### src/rtl/ps2_host_pkg.sv
// Package: shared types and constants of the PS/2 host port.
// Assumes a 2-bit word select and an 8-bit status field.
package ps2_host_pkg;

    typedef enum logic [1:0] {
        ENG_IDLE    = 2'd0,
        ENG_RX      = 2'd1,
        ENG_TX_HOLD = 2'd2,
        ENG_TX_SHIFT = 2'd3
    } eng_state_t;

    localparam logic [1:0] SEL_CMD  = 2'd0;
    localparam logic [1:0] SEL_STAT = 2'd1;
    localparam logic [1:0] SEL_SCAN = 2'd2;

    localparam int BIT_RX_PEND  = 0;
    localparam int BIT_RX_TWO   = 1;
    localparam int BIT_TX_DONE  = 4;
    localparam int BIT_TX_ERR   = 5;

    // Bits of the status write that act as clear-by-one.
    localparam logic [7:0] STAT_W1C_MASK = 8'b0011_0001;

    localparam int FRAME_LAST_RX = 9;   // index of the stop bit count
    localparam int FRAME_LAST_TX = 10;  // index of the acknowledge count

endpackage

### src/rtl/ps2_line_filter.sv
// Module: synchronizer and glitch filter for WIDTH asynchronous lines.
// Each line goes through SYNC_STAGES flops. The filtered output then follows
// the synchronized level only after that level has differed from the output
// for FILT_LEN consecutive cycles. Lines idle high (open-drain pull-up).
module ps2_line_filter #(
    parameter int WIDTH       = 2,
    parameter int SYNC_STAGES = 2,
    parameter int FILT_LEN    = 8
) (
    input  logic             clk,
    input  logic             rst_n,
    input  logic [WIDTH-1:0] line_in,
    output logic [WIDTH-1:0] line_out
);
    localparam int CNT_W = $clog2(FILT_LEN + 1);

    for (genvar g = 0; g < WIDTH; g++) begin : g_line
        logic [SYNC_STAGES-1:0] sync_q;
        logic [CNT_W-1:0]       cnt_q;
        logic                   out_q;

        // Bring the raw line into the clock domain.
        always_ff @(posedge clk) begin
            if (!rst_n) sync_q <= '1;
            else        sync_q <= {sync_q[SYNC_STAGES-2:0], line_in[g]};
        end

        // Accept a new level only once it has stayed put for FILT_LEN cycles.
        always_ff @(posedge clk) begin
            if (!rst_n) begin
                cnt_q <= '0;
                out_q <= 1'b1;
            end else if (sync_q[SYNC_STAGES-1] != out_q) begin
                if (cnt_q == CNT_W'(FILT_LEN - 1)) begin
                    out_q <= sync_q[SYNC_STAGES-1];
                    cnt_q <= '0;
                end else begin
                    cnt_q <= cnt_q + 1'b1;
                end
            end else begin
                cnt_q <= '0;
            end
        end

        assign line_out[g] = out_q;
    end

endmodule

### src/rtl/ps2_frame_engine.sv
// Module: PS/2 frame engine, one transfer at a time in either direction.
// Receives 11-bit device frames on falling edges of the filtered clock and
// runs host-to-device commands: inhibit, request, shift, acknowledge sample.
// A watchdog abandons a frame whose clock stops. Assumes filtered inputs.
module ps2_frame_engine
    import ps2_host_pkg::*;
#(
    parameter int INHIBIT_CYCLES = 10000,
    parameter int TIMEOUT_CYCLES = 200000
) (
    input  logic       clk,
    input  logic       rst_n,
    input  logic       clk_f,
    input  logic       dat_f,
    input  logic       cmd_wr,
    input  logic [7:0] cmd_byte,
    output logic       cmd_accept,
    output logic       clk_pull_low,
    output logic       dat_pull_low,
    output logic       rx_valid,
    output logic [7:0] rx_byte,
    output logic       tx_done,
    output logic       tx_nack
);
    localparam int TMR_MAX = (INHIBIT_CYCLES > TIMEOUT_CYCLES) ? INHIBIT_CYCLES : TIMEOUT_CYCLES;
    localparam int TMR_W   = $clog2(TMR_MAX + 1);
    localparam logic [TMR_W-1:0] HOLD_END = TMR_W'(INHIBIT_CYCLES - 1);
    localparam logic [TMR_W-1:0] WDOG_END = TMR_W'(TIMEOUT_CYCLES - 1);

    eng_state_t       state_q;
    logic [3:0]       bit_cnt_q;
    logic [8:0]       shreg_q;
    logic [TMR_W-1:0] tmr_q;
    logic             clk_f_d;
    logic             fall;

    // Remember the last filtered clock level for edge detection.
    always_ff @(posedge clk) begin
        if (!rst_n) clk_f_d <= 1'b1;
        else        clk_f_d <= clk_f;
    end

    assign fall = clk_f_d & ~clk_f;

    // A command is taken only when idle and no completion is being reported.
    assign cmd_accept = cmd_wr && (state_q == ENG_IDLE) && !tx_done;

    // Frame sequencing for both directions, including the watchdog.
    always_ff @(posedge clk) begin
        if (!rst_n) begin
            state_q      <= ENG_IDLE;
            bit_cnt_q    <= '0;
            shreg_q      <= '0;
            tmr_q        <= '0;
            clk_pull_low <= 1'b0;
            dat_pull_low <= 1'b0;
            rx_valid     <= 1'b0;
            rx_byte      <= '0;
            tx_done      <= 1'b0;
            tx_nack      <= 1'b0;
        end else begin
            rx_valid <= 1'b0;
            tx_done  <= 1'b0;
            unique case (state_q)
                ENG_IDLE: begin
                    tmr_q     <= '0;
                    bit_cnt_q <= '0;
                    if (cmd_accept) begin
                        shreg_q      <= {~^cmd_byte, cmd_byte};
                        clk_pull_low <= 1'b1;
                        state_q      <= ENG_TX_HOLD;
                    end else if (fall && !dat_f) begin
                        state_q <= ENG_RX;
                    end
                end
                ENG_RX: begin
                    if (fall) begin
                        tmr_q <= '0;
                        if (bit_cnt_q == 4'(FRAME_LAST_RX)) begin
                            rx_valid <= (^shreg_q) && dat_f;
                            rx_byte  <= shreg_q[7:0];
                            state_q  <= ENG_IDLE;
                        end else begin
                            shreg_q   <= {dat_f, shreg_q[8:1]};
                            bit_cnt_q <= bit_cnt_q + 1'b1;
                        end
                    end else if (tmr_q == WDOG_END) begin
                        state_q <= ENG_IDLE;
                    end else begin
                        tmr_q <= tmr_q + 1'b1;
                    end
                end
                ENG_TX_HOLD: begin
                    if (tmr_q == HOLD_END) begin
                        clk_pull_low <= 1'b0;
                        dat_pull_low <= 1'b1;
                        tmr_q        <= '0;
                        state_q      <= ENG_TX_SHIFT;
                    end else begin
                        tmr_q <= tmr_q + 1'b1;
                    end
                end
                ENG_TX_SHIFT: begin
                    if (fall) begin
                        tmr_q <= '0;
                        if (bit_cnt_q < 4'(FRAME_LAST_RX)) begin
                            dat_pull_low <= ~shreg_q[0];
                            shreg_q      <= {1'b0, shreg_q[8:1]};
                            bit_cnt_q    <= bit_cnt_q + 1'b1;
                        end else if (bit_cnt_q == 4'(FRAME_LAST_RX)) begin
                            dat_pull_low <= 1'b0;
                            bit_cnt_q    <= bit_cnt_q + 1'b1;
                        end else begin
                            tx_done <= 1'b1;
                            tx_nack <= dat_f;
                            state_q <= ENG_IDLE;
                        end
                    end else if (tmr_q == WDOG_END) begin
                        tx_done      <= 1'b1;
                        tx_nack      <= 1'b1;
                        dat_pull_low <= 1'b0;
                        clk_pull_low <= 1'b0;
                        state_q      <= ENG_IDLE;
                    end else begin
                        tmr_q <= tmr_q + 1'b1;
                    end
                end
                default: state_q <= ENG_IDLE;
            endcase
        end
    end

    AST_HOLD_DRIVES_CLK: assert property (@(posedge clk) disable iff (!rst_n)
        (state_q == ENG_TX_HOLD) |-> (clk_pull_low && !dat_pull_low));
    AST_IDLE_RELEASED: assert property (@(posedge clk) disable iff (!rst_n)
        (state_q == ENG_IDLE) |-> (!clk_pull_low && !dat_pull_low));
    AST_WDOG_BOUND: assert property (@(posedge clk) disable iff (!rst_n)
        ((state_q == ENG_RX) || (state_q == ENG_TX_SHIFT)) |-> (tmr_q <= WDOG_END));
    AST_DONE_AT_IDLE: assert property (@(posedge clk) disable iff (!rst_n)
        tx_done |-> (state_q == ENG_IDLE));
    AST_BUSY_IGNORES_CMD: assert property (@(posedge clk) disable iff (!rst_n)
        (cmd_wr && state_q == ENG_TX_HOLD) |=> $stable(shreg_q));

endmodule

### src/rtl/ps2_status_regs.sv
// Module: status, scan-code and interrupt registers of the PS/2 host port.
// Takes completion pulses from the frame engine and software accesses.
// A new event wins over a clear written in the same cycle.
module ps2_status_regs
    import ps2_host_pkg::*;
(
    input  logic        clk,
    input  logic        rst_n,
    input  logic [1:0]  reg_addr,
    input  logic        reg_wr_en,
    input  logic [7:0]  reg_wdata,
    input  logic        cmd_accept,
    input  logic        rx_valid,
    input  logic [7:0]  rx_byte,
    input  logic        tx_done,
    input  logic        tx_nack,
    output logic [15:0] reg_rdata,
    output logic        irq
);
    logic        rx_pend_q;
    logic        rx_two_q;
    logic        tx_done_q;
    logic        tx_err_q;
    logic [15:0] scan_q;
    logic [7:0]  w1c;
    logic [7:0]  status_word;

    assign w1c = (reg_wr_en && reg_addr == SEL_STAT) ? (reg_wdata & STAT_W1C_MASK) : 8'h00;

    // Receive side: first byte low, second byte high, later bytes dropped.
    always_ff @(posedge clk) begin
        if (!rst_n) begin
            rx_pend_q <= 1'b0;
            rx_two_q  <= 1'b0;
            scan_q    <= '0;
        end else if (rx_valid && !rx_pend_q) begin
            scan_q    <= {8'h00, rx_byte};
            rx_pend_q <= 1'b1;
            rx_two_q  <= 1'b0;
        end else if (rx_valid && !rx_two_q) begin
            scan_q[15:8] <= rx_byte;
            rx_two_q     <= 1'b1;
        end else if (w1c[BIT_RX_PEND]) begin
            rx_pend_q <= 1'b0;
            rx_two_q  <= 1'b0;
        end
    end

    // Transmit side: completion and error, with the error cleared on a new command.
    always_ff @(posedge clk) begin
        if (!rst_n) begin
            tx_done_q <= 1'b0;
            tx_err_q  <= 1'b0;
        end else if (tx_done) begin
            tx_done_q <= 1'b1;
            tx_err_q  <= tx_nack;
        end else begin
            if (w1c[BIT_TX_DONE]) begin
                tx_done_q <= 1'b0;
                tx_err_q  <= 1'b0;
            end
            if (w1c[BIT_TX_ERR] || cmd_accept) tx_err_q <= 1'b0;
        end
    end

    // Status layout.
    always_comb begin
        status_word              = 8'h00;
        status_word[BIT_RX_PEND] = rx_pend_q;
        status_word[BIT_RX_TWO]  = rx_two_q;
        status_word[BIT_TX_DONE] = tx_done_q;
        status_word[BIT_TX_ERR]  = tx_err_q;
    end

    // Read multiplexer.
    always_comb begin
        unique case (reg_addr)
            SEL_STAT: reg_rdata = {8'h00, status_word};
            SEL_SCAN: reg_rdata = scan_q;
            default:  reg_rdata = 16'h0000;
        endcase
    end

    assign irq = rx_pend_q | tx_done_q;

    AST_SECOND_NEEDS_FIRST: assert property (@(posedge clk) disable iff (!rst_n)
        rx_two_q |-> rx_pend_q);
    AST_ERR_NEEDS_DONE: assert property (@(posedge clk) disable iff (!rst_n)
        tx_err_q |-> tx_done_q);
    AST_CMD_CLEARS_ERR: assert property (@(posedge clk) disable iff (!rst_n)
        cmd_accept |=> !tx_err_q);
    AST_RX_CLEAR: assert property (@(posedge clk) disable iff (!rst_n)
        (w1c[BIT_RX_PEND] && !rx_valid) |=> (!rx_pend_q && !rx_two_q));
    AST_DROP_THIRD: assert property (@(posedge clk) disable iff (!rst_n)
        (rx_valid && rx_two_q) |=> $stable(scan_q));

endmodule

### src/rtl/ps2_host_port.sv
// Module: top of the PS/2 host port.
// Filters the two wires, runs the frame engine, and holds the software-visible
// registers. Assumes open-drain wires with external pull-ups; the pull-low
// outputs drive those wires.
module ps2_host_port
    import ps2_host_pkg::*;
#(
    parameter int FILT_LEN       = 8,
    parameter int INHIBIT_CYCLES = 10000,
    parameter int TIMEOUT_CYCLES = 200000
) (
    input  logic        clk,
    input  logic        rst_n,
    input  logic [1:0]  reg_addr,
    input  logic        reg_wr_en,
    input  logic [7:0]  reg_wdata,
    output logic [15:0] reg_rdata,
    input  logic        ps2_clk_in,
    input  logic        ps2_dat_in,
    output logic        ps2_clk_pull_low,
    output logic        ps2_dat_pull_low,
    output logic        irq
);
    logic [1:0] lines_f;
    logic       cmd_wr;
    logic       cmd_accept;
    logic       rx_valid;
    logic [7:0] rx_byte;
    logic       tx_done;
    logic       tx_nack;

    assign cmd_wr = reg_wr_en && (reg_addr == SEL_CMD);

    ps2_line_filter #(
        .WIDTH      (2),
        .SYNC_STAGES(2),
        .FILT_LEN   (FILT_LEN)
    ) filt_i (
        .clk     (clk),
        .rst_n   (rst_n),
        .line_in ({ps2_dat_in, ps2_clk_in}),
        .line_out(lines_f)
    );

    ps2_frame_engine #(
        .INHIBIT_CYCLES(INHIBIT_CYCLES),
        .TIMEOUT_CYCLES(TIMEOUT_CYCLES)
    ) eng_i (
        .clk         (clk),
        .rst_n       (rst_n),
        .clk_f       (lines_f[0]),
        .dat_f       (lines_f[1]),
        .cmd_wr      (cmd_wr),
        .cmd_byte    (reg_wdata),
        .cmd_accept  (cmd_accept),
        .clk_pull_low(ps2_clk_pull_low),
        .dat_pull_low(ps2_dat_pull_low),
        .rx_valid    (rx_valid),
        .rx_byte     (rx_byte),
        .tx_done     (tx_done),
        .tx_nack     (tx_nack)
    );

    ps2_status_regs regs_i (
        .clk       (clk),
        .rst_n     (rst_n),
        .reg_addr  (reg_addr),
        .reg_wr_en (reg_wr_en),
        .reg_wdata (reg_wdata),
        .cmd_accept(cmd_accept),
        .rx_valid  (rx_valid),
        .rx_byte   (rx_byte),
        .tx_done   (tx_done),
        .tx_nack   (tx_nack),
        .reg_rdata (reg_rdata),
        .irq       (irq)
    );

    AST_IRQ_FOLLOWS_EVENT: assert property (@(posedge clk) disable iff (!rst_n)
        tx_done |=> irq);

endmodule

### config.mk
export PLATFORM = sky130hd
export DESIGN_NAME = ps2_host_port
export DESIGN_NICKNAME = d
export VERILOG_FILES = /design/src/rtl/ps2_host_pkg.sv /design/src/rtl/ps2_line_filter.sv /design/src/rtl/ps2_frame_engine.sv /design/src/rtl/ps2_status_regs.sv /design/src/rtl/ps2_host_port.sv
export SDC_FILE = /design/constraint.sdc
export NUM_CORES = 1
export LEC_CHECK = 0
export BUFFER_PORTS_ARGS = -buffer_cell sky130_fd_sc_hd__buf_4
export CORE_AREA = 2 2 84 102
export CTS_CLUSTER_SIZE = 14
export DETAILED_ROUTE_END_ITERATION = 6
export DIE_AREA = 0 0 86 104
export PLACE_DENSITY = 0.75
export SLEW_MARGIN = 20
export SYNTH_ARGS = -nofsm -noshare
export SYNTH_HDL_FRONTEND = slang
export SYNTH_SLANG_ARGS = --single-unit
### constraint.sdc
create_clock -name clk -period 2.68 [get_ports clk]
set_input_delay 0.402 -clock clk [delete_from_list [all_inputs] [get_ports clk]]
set_output_delay 0.402 -clock clk [all_outputs]
set_load 0.05 [all_outputs]
==> run summary <==
Status = finished clean
Post-DRT Antenna Nets = 0
RSZ-0062 raised after global routing = false
HP Class = primary input to flop
Number of diodes = 0
Crit Reg-Reg Endpoint = eng_i.tmr_q[3]
Synth top area share = 0.4248
Most frequent cell after synthesis = dfxtp_1
Hold path endpoint = filt_i.g_line[0].sync_q[0]
Vias in the first global route = 2954
Part of the power in registers = 0.545
CTS max path bufs = 2
CP startpoint kind = flop
Netlist Area Pre-Place = 0.003817 mm²
Max frequency = 443.7 MHz
Fin crit share = 0.8410
Top-Level Pins = 34
Leakage power of the design = 1.640 nW
Synth area leaders = dfxtp_1 (42%), nand2_1 (5.3%), nor2_1 (5.2%)
R2R setup slack = 0.43 ns
Post-synthesis instance total = 450
Worst IR drop on VDD = 0.2733 mV
Initial antenna violation count = 0
Fin nets = 506
CP Class = flop to flop
Utilization after layout = 0.5460
Core area = 0.007973 mm²
Rows = 36
Pwr Density = 518.1 mW/mm²
Number of hold buffers added after CTS = 0
Final Hold Violating Endpoints = 0
Int Power = 1.735 mW
DRC viols = 0
Switching part of the total = 0.2305
Die Span Y = 104 µm
Worst hold slack = 0.2368 ns
Yosys top cell by area = dfxtp_1
Worst skew pair latency = 0.35 ns
Syn Area/Cell = 8.483 µm²
CTS resizes = 0
Post-synth cell types = 51
Clk root buf = clkbuf_8
FFs w/ async S/R, synth = 0
Layout cells sized above 1 = 0.1253
Full die area = 0.008944 mm²
WL final = 7855 µm
Total CTS buffers = 9
Area growth syn-to-layout = 14.03%
Synthesized flop and latch total = 81
Largest net degree at the start of global routing = 29
Clock power frac = 0.391
# Post-CTS Setup Buffers = 0
Tmin final = 2.254 ns
Placer congestion estimate = 0.8477
Die span in x = 86 µm
GR Overflow Total = 0
Clk sink count = 81
1st-iter DRT viols = 155
WL/cell = 13.50 µm
Sequential area share after synthesis = 0.4248
Vias after detailed routing = 3137
FILL cells = 730
Count of pins over their slew limit = 0
Synth Flop Type = dfxtp_1
Max-cap viol count = 0
Final Setup Violations = 0
Initial Util = 0.4788
Setup TNS = 0 ns
Worst-margin pin slew = 0.5998 ns
Vias per cell = 5.390
Syn. warnings = 0
Comb pwr share = 0.064
Most frequent cells after synthesis = dfxtp_1 (81), nand2_1 (54), nor2_1 (53)
Max-slew headroom = 0.5993
First-pass GRT wire length = 13410 µm
Worst Path Max Fanout = 9
Clock transition at the registers of the reported paths = 0.09 ns
Reg2Reg Launch Point = eng_i.tmr_q[6]
Worst setup EP type = flop
Worst EP arrival = 2.55 ns
CTS tree = built
Port Buf Inserts = 33
Global-route usage over all layers = 0.1847
CTS H-tree lvls = 3
First drt pass iteration count = 4
Post-Syn Nets = 474
Hold path start = ps2_clk_in
Number of flops mapped to enable cells by yosys = 0
Fin Clk Skew = 0.01232 ns
WP data required = 2.98 ns
DP Wirelength = 5773 µm
R2R cell count = 5
Hold path depth = 2
Net Switching = 0.5198 mW
## how the worst max path moves through the flow
stage | startpoint | to | slack (ns) | cells past startpoint
3_3_place_gp | eng_i.tmr_q[6] | eng_i.tmr_q[5] | 0.48 | 5
2_1_floorplan | eng_i.tmr_q[6] | eng_i.tmr_q[5] | 0.50 | 6
6_report | eng_i.tmr_q[6] | eng_i.tmr_q[3] | 0.43 | 5
3_5_place_dp | eng_i.tmr_q[6] | eng_i.tx_nack | 0.43 | 5
5_1_grt | eng_i.tmr_q[6] | eng_i.tx_nack | 0.23 | 5
4_1_cts | eng_i.tmr_q[6] | eng_i.tx_nack | 0.41 | 5
## sequential cells by signal, summed over array words and instances (netlist names), 2 cells and up
register and flops:
eng_i.tmr_q 18, regs_i.scan_q 16, eng_i.shreg_q 9, eng_i.rx_byte 8, filt_i.g_line.cnt_q 8, eng_i.bit_cnt_q 4
filt_i.g_line.sync_q 4, eng_i.state_q 2, filt_i.g_line.out_q 2
## metal layers
metal | up-vias | wire (µm) | GRT usage
li1 | 1613 | - | -
met1 | 1457 | 3406 | 0.2141
met2 | 56 | 4028 | 0.3272
met3 | 11 | 287 | 0.04127
met4 | 0 | 132 | 0.06576
met5 | - | 0 | 0
## kinds of logic after synthesis
| logic type | Yosys count | share of synthesized area |
|---|---|---|
| xor+xnor | 32 | 0.07342 |
| mux | 19 | 0.04982 |
| flops | 81 | 0.4248 |
| simple gates | 199 | 0.2566 |
| compound gates | 78 | 0.1321 |
| fa+ha+maj | 9 | 0.02950 |
| buf+inv | 32 | 0.03376 |
## power groups by stage
stage | clock, mW | combinational, mW | sequential (mW)
after global routing | 0.962 | 0.159 | 1.23
after CTS | 0.906 | 0.147 | 1.23
after floorplan | 0 | 0.0951 | 1.26
final | 0.882 | 0.145 | 1.23
after global placement | 0 | 0.143 | 1.26
after detailed placement | 0 | 0.145 | 1.26
## worst max-delay path, stage by stage (launching register included)
cell and delay (ns):
dfxtp_1 0.35, or4b_1 0.54, or3_1 0.34, or4_4 0.60, a41oi_2 0.22, o21a_1 0.15
## area by class of cell
type / count / area, µm² / share of cell area
Timing Repair Buffer: 40 / 300.3 / 0.06899
Inverter: 13 / 48.80 / 0.01121
Clock inverter: 5 / 55.05 / 0.01265
Sequential cell: 81 / 1622 / 0.3725
Tap cell: 95 / 118.9 / 0.02731
Clock buffer: 11 / 141.4 / 0.03248
Multi-Input combinational cell: 337 / 2067 / 0.4748
## per-stage QoR
stage                     worst slack, ns  total power, mW  cells  area, µm²
final                              0.4260            2.255    582       4353
after global routing               0.2253            2.351    582       4353
after CTS                          0.4073            2.281    582       4353
after detailed placement           0.4277            1.402    566       4156
after global placement             0.4826            1.399    566       4156
after floorplan                    0.4962            1.351    450       3817
## cells in the final DEF, fill, tap and decap left out, types with 6 or more instances in the layout
cell | netlist | routed
nor3_1 | 10 | 10
nor2b_1 | 8 | 8
a21oi_1 | 32 | 32
xor2_1 | 10 | 10
clkbuf_8 | 0 | 10
buf_4 | 0 | 40
nand4_1 | 6 | 6
and3_1 | 7 | 7
nor2_1 | 53 | 53
a211oi_1 | 9 | 9
nand3_1 | 15 | 15
inv_1 | 13 | 13
and2_1 | 15 | 15
o21ai_0 | 10 | 10
dfxtp_1 | 81 | 81
nand2b_1 | 10 | 10
mux2i_1 | 19 | 19
ha_1 | 9 | 9
nand2_1 | 54 | 54
xnor2_1 | 22 | 22
No activity file was read; power rests on OpenSTA's default activity.
